<file path="src/rtl/split_dispatch.sv">
module split_dispatch #(
  parameter int AW   = 24,
  parameter int HW   = 10,
  parameter int PXW  = 10,
  parameter int CNTW = 7,
  parameter int NCLS = 8,
  localparam int CW  = $clog2(NCLS)
) (
  input  logic            clk,
  input  logic            rst_n,
  input  logic            start,
  input  logic [AW-1:0]   base_addr,
  input  logic [AW-1:0]   stride,
  input  logic [HW-1:0]   height,
  input  logic [PXW-1:0]  width_px,
  input  logic [CW-1:0]   size_class,
  input  logic            tbl_we,
  input  logic [CW-1:0]   tbl_idx,
  input  logic [HW-1:0]   tbl_lines,
  output logic            w_go,
  output logic [AW-1:0]   w_addr,
  output logic [HW-1:0]   w_lines,
  output logic [CNTW-1:0] w_words,
  input  logic            w_done,
  output logic            l_go,
  output logic [AW-1:0]   l_addr,
  output logic [HW-1:0]   l_lines,
  output logic [CNTW-1:0] l_longs,
  input  logic            l_done,
  output logic            busy,
  output logic            done
);

  localparam int PW = AW + HW;

  logic [HW-1:0]  cut_tbl [NCLS];
  logic           pend_w, pend_l;
  logic [HW-1:0]  entry, top_n, bot_n;
  logic [PW-1:0]  offs;
  logic [PXW:0]   wsum;
  logic [PXW+1:0] lsum;
  logic           accept, pw_nx, pl_nx;

  assign entry  = cut_tbl[size_class];
  assign top_n  = (entry >= height) ? height : entry;
  assign bot_n  = height - top_n;
  assign offs   = PW'(top_n) * PW'(stride);
  assign wsum   = {1'b0, width_px} + (PXW+1)'(15);
  assign lsum   = {2'b00, width_px} + (PXW+2)'(47);
  assign accept = start & ~busy;
  assign pw_nx  = pend_w & ~w_done;
  assign pl_nx  = pend_l & ~l_done;

  always_ff @(posedge clk or negedge rst_n) begin
    if (!rst_n) begin
      for (int i = 0; i < NCLS; i++) cut_tbl[i] <= '0;
      pend_w <= 1'b0; pend_l <= 1'b0;
      busy <= 1'b0; done <= 1'b0;
      w_go <= 1'b0; l_go <= 1'b0;
      w_addr <= '0; w_lines <= '0; w_words <= '0;
      l_addr <= '0; l_lines <= '0; l_longs <= '0;
    end else begin
      w_go <= 1'b0;
      l_go <= 1'b0;
      if (tbl_we) cut_tbl[tbl_idx] <= tbl_lines;
      if (accept) begin
        busy    <= 1'b1;
        done    <= 1'b0;
        pend_w  <= (top_n != '0);
        pend_l  <= (bot_n != '0);
        w_go    <= (top_n != '0);
        l_go    <= (bot_n != '0);
        w_addr  <= base_addr;
        w_lines <= top_n;
        w_words <= CNTW'(wsum >> 4) + CNTW'(1);
        l_addr  <= base_addr + offs[AW-1:0];
        l_lines <= bot_n;
        l_longs <= CNTW'(lsum >> 5);
      end else if (busy) begin
        pend_w <= pw_nx;
        pend_l <= pl_nx;
        if (!pw_nx && !pl_nx) begin
          busy <= 1'b0;
          done <= 1'b1;
        end
      end
    end
  end


  go_pulse_chk: assert property (@(posedge clk) disable iff (!rst_n)
    (w_go || l_go) |=> (!w_go && !l_go));

  go_cause_chk: assert property (@(posedge clk) disable iff (!rst_n)
    (w_go || l_go) |-> $past(start && !busy));

  no_empty_launch_chk: assert property (@(posedge clk) disable iff (!rst_n)
    (w_go |-> w_lines != '0) and (l_go |-> l_lines != '0));

  busy_start_chk: assert property (@(posedge clk) disable iff (!rst_n)
    (busy && start) |=> (!w_go && !l_go && $stable(w_addr) && $stable(l_addr)));

  done_after_busy_chk: assert property (@(posedge clk) disable iff (!rst_n)
    $rose(done) |-> $past(busy));

endmodule

</file>
<file path="config.mk">
export PLATFORM = sky130hd
export DESIGN_NAME = split_dispatch
export DESIGN_NICKNAME = d
export VERILOG_FILES = /design/src/rtl/split_dispatch.sv
export SDC_FILE = /design/constraint.sdc
export NUM_CORES = 1
export LEC_CHECK = 0
export ABC_AREA = 1
export CAP_MARGIN = 20
export CORE_ASPECT_RATIO = 0.5
export CORE_UTILIZATION = 30
export CTS_CLUSTER_SIZE = 40
export DETAILED_ROUTE_END_ITERATION = 8
export RECOVER_POWER = 100
export REMOVE_ABC_BUFFERS = 1
export SETUP_SLACK_MARGIN = 0.05
export SKIP_CTS_REPAIR_TIMING = 1
export SYNTH_ARGS = -nofsm -noshare
export SYNTH_HDL_FRONTEND = slang
export SYNTH_SLANG_ARGS = --single-unit
</file>
<file path="constraint.sdc">
create_clock -name clk -period 9.3 [get_ports clk]
set_input_delay 2.325 -clock clk [delete_from_list [all_inputs] [get_ports clk]]
set_output_delay 2.325 -clock clk [all_outputs]
set_load 0.01 [all_outputs]
</file>
# [Word-level counts from Yosys, hierarchy flattened]
# Cells that the tools add are included.
[word_totals] reg_bits=168 latchBits=0 mem_bits_rw=0 romBits=0 in_bits=90 output_inout_bits=86 wordCells=66 mem_count=0
[classes] add_sub_neg=5 n_mul=1 n_div=0 order_cmp=4 n_eq_ne=0 n_shift=0 mux=19 n_bitwise=8 reduce_logical=9
[ops] cell="bitwise mux 80 bit" n=1
[ops] cell="2-to-1 mux 10 bit" n=4
[ops] cell="binary-select mux 10 bit (select 3 bit)" n=1
[ops] cell="demux 10 bit (select 3 bit)" n=1
[ops] cell="adder 24 bit" n=1
[ops] cell="multiplier 10 x 24 -> 24 bit" n=1
[ops] cell="nonzero test 10 bit" n=2
[ops] cell="2-to-1 mux 1 bit" n=12
[ops] cell="adder 10 x 4 -> 11 bit (second input constant)" n=1
[ops] cell="adder 10 x 6 -> 11 bit (second input constant)" n=1
[ops] cell=">= comparator 10 bit" n=1
[ops] cell="subtractor 10 bit" n=1
[ops] cell=">= comparator 4 bit (second input constant)" n=2
[ops] cell="NOT 3 -> 4 bit" n=2
[ops] cell="adder 7 x 1 -> 7 bit (second input constant)" n=1
[ops] cell="< comparator 4 x 1 -> 1 bit (second input constant)" n=1
[ops] cell="nonzero test 2 bit" n=2
[ops] cell="bitwise AND 1 bit" n=3
[ops] cell="NOT 1 bit" n=3
[ops] cell="logical AND 1 bit" n=2
[ops] cell="zero test 1 bit" n=2
[ops] cell="AND reduction 2 bit" n=1

# [Logic depth before layout (Yosys ltp)]
[logic_depth] ltp_word=9 mapped_depth=44

# [Worst setup path after synthesis]
# No wires, ideal clock.
[synth_path] path_type="in2reg" startpoint="input size_class[1]" endpoint="register l_addr[19]" arrival_time_ps=8839 setup_slack_ps=344 path_stages=39 cell_sequence="buf_4 > inv_2 > buf_4 > o21ai_0 > o22ai_1 > nand2_1 > nand2_1 > ha_1 > a21o_1 > nor2_2 > nand3_1 > buf_4 > nand2_1 > nand2_1 > inv_2 > clkbuf_1 > nand2_1 > fa_1 > (+3 left out) > fa_1 > inv_1 > fa_1 > inv_1 > fa_1 > inv_1 > ha_1 > a21oi_1 > o21ai_0 > a21oi_1 > o21ai_1 > inv_1 > o21ai_1 > a21oi_1 > o21ai_1 > or2_2 > nand3_1 > nand2_1"
[synth_between] elab_chain_len=8
[synth_rtl] element="start, declared" line_no="16" rtl="input logic [CW-1:0] size_class,"
[synth_rtl] element="NOT 3 -> 4 bit (not written as such) (*)" line_no="44" rtl="assign entry = cut_tbl[size_class];"
[synth_rtl] element="binary-select mux 10 bit (select 3 bit) (*)" line_no="44"
[synth_rtl] element="2-to-1 mux 10 bit (not written as such) (*) (2 in series)" line_no="44"
[synth_rtl] element=">= comparator 10 bit" line_no="45" rtl="assign top_n = (entry >= height) ? height : entry;"
[synth_rtl] element="2-to-1 mux 10 bit (*)" line_no="45"
[synth_rtl] element="multiplier 10 x 24 -> 24 bit (*)" line_no="47" rtl="assign offs = PW'(top_n) * PW'(stride);"
[synth_rtl] element="adder 24 bit (*)" line_no="76" rtl="l_addr <= base_addr + offs[AW-1:0];"
[synth_rtl] element="end signal, assigned" line_no="76"
[synth_rtl] element="end, declared" line_no="26" rtl="output logic [AW-1:0] l_addr,"
# Every way passes the cells marked *; elsewhere a longest branch is shown, timed or not. The select of a mux whose other input is x is not followed.
# A chain may end at the register's enable or synchronous reset.

# [Worst setup path after layout]
[layout_path] startpoint="input size_class[2]" endpoint="register l_addr[18]"
# The elaborated chain is that of the path after synthesis.

==> reports/summary.md <==
## STA
• **TNS Setup** 0 ns
• **final setup violating endpoints** 0
• **post-route setup slack** 0.388 ns
• **Max-slew headroom** -158%
• **Fin. Hold Viols** 0
• **measured slew at the worst slew-check pin** 3.87 ns
• **final count of pins violating max slew** 199
• **RSZ-0062 raised after global routing** false
• **worst clock skew** 0.0102 ns
• **Period Utilization, post-route** 95.8%
• **Achievable Freq** 112 MHz
• **final period demand of the worst path** 8.91 ns
• **final hold slack** 0.477 ns

## Worst setup path
• **crit path launch type** input port
• **Worst R2R Path Depth** 39
• **category of cells accounting for the largest share of critical-path delay** adder cells
• **total stage count of the critical path** 38
• **worst path buffer plus inverter count** 14
• **required time at the worst-slack endpoint** 9.61 ns
• **worst-path maximum fanout** 6
• **library cell contributing the largest single delay on the critical path** sky130_fd_sc_hd__clkdlybuf4s50_1
• **setup slack, reg-to-reg** 2.40 ns
• **largest stage delay on the critical path** 0.56 ns
• **kind of critical path** input port to register
• **CP Data Arrival Time** 9.22 ns
• **capture point of the worst path** l_addr[18]$_DFFE_PN0P_
• **start of the worst register-to-register path** cut_tbl[45]$_DFFE_PN0P_
• **Crit. End Element** register
• **worst reg2reg path endpoint** l_addr[18]$_DFFE_PN0P_
• **Most Frequent Cell on Critical Path** sky130_fd_sc_hd__inv_1
• **Critical Path Start** size_class[2]

## Outcome
• **status** finished, violations left
• **violations in the final reports** max-capacitance violations, max-slew violations

## Clocking
• **CTS clk-pin slew, worst paths** 0.07 ns
• **Clock Path Buffers** 2
• **number of CTS-inserted buffers** 17
• **clock tree root buffer cell** sky130_fd_sc_hd__clkbuf_16
• **clock tree from TritonCTS** built
• **TritonCTS Sinks** 167
• **clk_lat worst skew** 0.46 ns
• **htree depth** 4

## GRT
• **antenna violations before repair** 1
• **wire length of the first global-routing pass** 65.5 mm
• **total global routing track utilization** 17.5%
• **total gr overflow** 0
• **number of global-route vias before repair** 12300
• **largest net degree at the start of global routing** 81

## Placed design
• **setup slack at placement** -0.475 ns
• **total placed instance area** 0.0176 mm^2
• **routability congestion estimate from global placement** 0.895
• **HPWL after detailed placement** 31.8 mm
• **PortBufs** 174

## Yosys
• **simple-gate share of the synthesized area** 20.9%
• **share of the synthesized area in the top cell type** 29.4%
• **post-synthesis xor/xnor area fraction** 1.79%
• **top cells by area, synth** sky130_fd_sc_hd__dfrtp_1 29%, sky130_fd_sc_hd__fa_1 22%, sky130_fd_sc_hd__nand2_1 13%, sky130_fd_sc_hd__inv_1 8.8%, sky130_fd_sc_hd__ha_1 5.5%
• **Yosys warning total** 0
• **largest area contributor in the netlist** sky130_fd_sc_hd__dfrtp_1
• **area of the mapped netlist** 0.0142 mm^2
• **post-synthesis register bit count** 167
• **largest family of logic cells by synthesized area** adder cells
• **Mean Syn Cell Area** 7.88 um^2
• **Distinct cells, synth** 40
• **sequential share of the synthesized area** 29.4%
• **Mapped Cells** 1802
• **area fraction in compound gates after synthesis** 8.99%
• **mux cell area share after synthesis** 0%
• **adder and majority cell fraction of the synthesized area** 27.6%

## Final layout
• **area of all sequential standard cells** 0.00418 mm^2
• **Multi-input gate area** 0.00848 mm^2
• **Net count, final** 2381
• **leading cell type in the layout, fill and taps excluded** sky130_fd_sc_hd__nand2_1
• **synthesis-to-layout area growth** 28.5%
• **final standard cell area without fillers** 0.0183 mm^2
• **commonest cells after routing, fill and taps aside** 496 x sky130_fd_sc_hd__nand2_1, 331 x sky130_fd_sc_hd__inv_1, 167 x sky130_fd_sc_hd__dfrtp_1
• **layout filler cell count** 4762
• **proportion of layout cells with a drive suffix above 1** 10.1%

## Floorplanning
• **top-level I/O count** 176
• **die extent in y** 156 um
• **cell row count** 55
• **DIE WIDTH** 310 um
• **core outline area** 0.0460 mm^2
• **starting utilization of the core area** 30.9%
• **die footprint** 0.0483 mm^2

## Routing
• **count of TritonRoute iterations in the first routing pass** 8
• **DRC violations left** 0
• **number of vias per cell after detailed routing** 4.48
• **routed wire length** 40.1 mm
• **count of nets left with antenna violations after detail routing** 0
• **routed vias** 12200
• **number of design-rule violations left by the first detailed-router iteration** 725
• **WL/cell** 14.8 um

## Flow run
• **max-capacitance violation count** 4

## Worst hold path
• **Worst Hold Launch** w_words[1]$_DFFE_PN0P_
• **worst hold path type** register to register

## worst min-delay path: stages (launching register included)
cell and delay (ns):
sky130_fd_sc_hd__dfrtp_1 0.34, sky130_fd_sc_hd__nand2_1 0.05, sky130_fd_sc_hd__nand2_1 0.05
## worst min path at each step
| stage | endpoint | slack [ns] | cells after the start |
|---|---|---|---|
| final | w_words[1]$_DFFE_PN0P_ | 0.48 | 2 |
| after global routing | w_addr[10]$_DFFE_PN0P_ | 0.50 | 2 |
| after CTS | w_addr[2]$_DFFE_PN0P_ | 0.49 | 2 |
| after detailed placement | l_addr[0]$_DFFE_PN0P_ | 0.46 | 2 |
| after global placement | l_lines[3]$_DFFE_PN0P_ | 0.46 | 2 |
| after floorplan | cut_tbl[33]$_DFFE_PN0P_ | 0.45 | 2 |
## flip-flops by register name, summed over array words and instances, names as in the netlist
signal   count
done         1
l_lines     10
w_lines     10
l_longs      6
pend_w       1
l_go         1
l_addr      24
w_addr      24
w_words      7
cut_tbl     80
w_go         1
pend_l       1
busy         1
## synth_stat cells, drive strengths merged
cell / n
fa: 157
nand4: 10
a22oi: 1
nor3: 5
xor2: 21
clkbuf: 42
or4: 1
or2: 4
nor4: 5
a31oi: 5
inv: 343
a32o: 1
o21bai: 1
o221ai: 1
ha: 62
buf: 26
o31ai: 3
nand2: 507
o22ai: 3
nor2: 144
o21ai: 171
o211ai: 9
a21o: 5
xnor2: 8
a21oi: 38
conb: 1
dfrtp: 167
nand3: 61
## stage by stage
step	utilization, %	instances
after floorplan	-	1734
after global placement	38.3	2675
after detailed placement	38.3	2675
after CTS	39.6	2707
after global routing	39.7	2713
final	39.7	2713
## cell families (layout without fill, tap and decap cells)
group                    count (synthesis)  in the layout
AND/OR/NAND/NOR                        737            737
buffers and inverters                  411            694
AO/OA/AOI/OAI                          238            238
adder cells (fa/ha/maj)                219            219
flip-flops                             167            167
XOR/XNOR                                29             29
other                                    1              2
## routing by layer
metal	wire length (um)	vias to the layer above	track usage [%]	share of wire, %
met1	18200	5890	23.0	45
met4	719	0	5.21	1.8
li1	-	6006	-	-
met2	19600	227	29.5	49
met5	0	-	0	0
met3	1510	42	2.70	3.8
## cell type report
class	instances	share of cell area [%]
antenna	1	0.0137
clock buffer	17	2.33
clock inverter	15	0.836
inverter	343	7.16
multi-input combinational	1224	46.5
sequential	167	22.9
tap	627	4.30
timing repair buffer	319	16.0
Power is not shown: default switching activity piles up to over one toggle a cycle in this logic, so the estimate is an artifact.
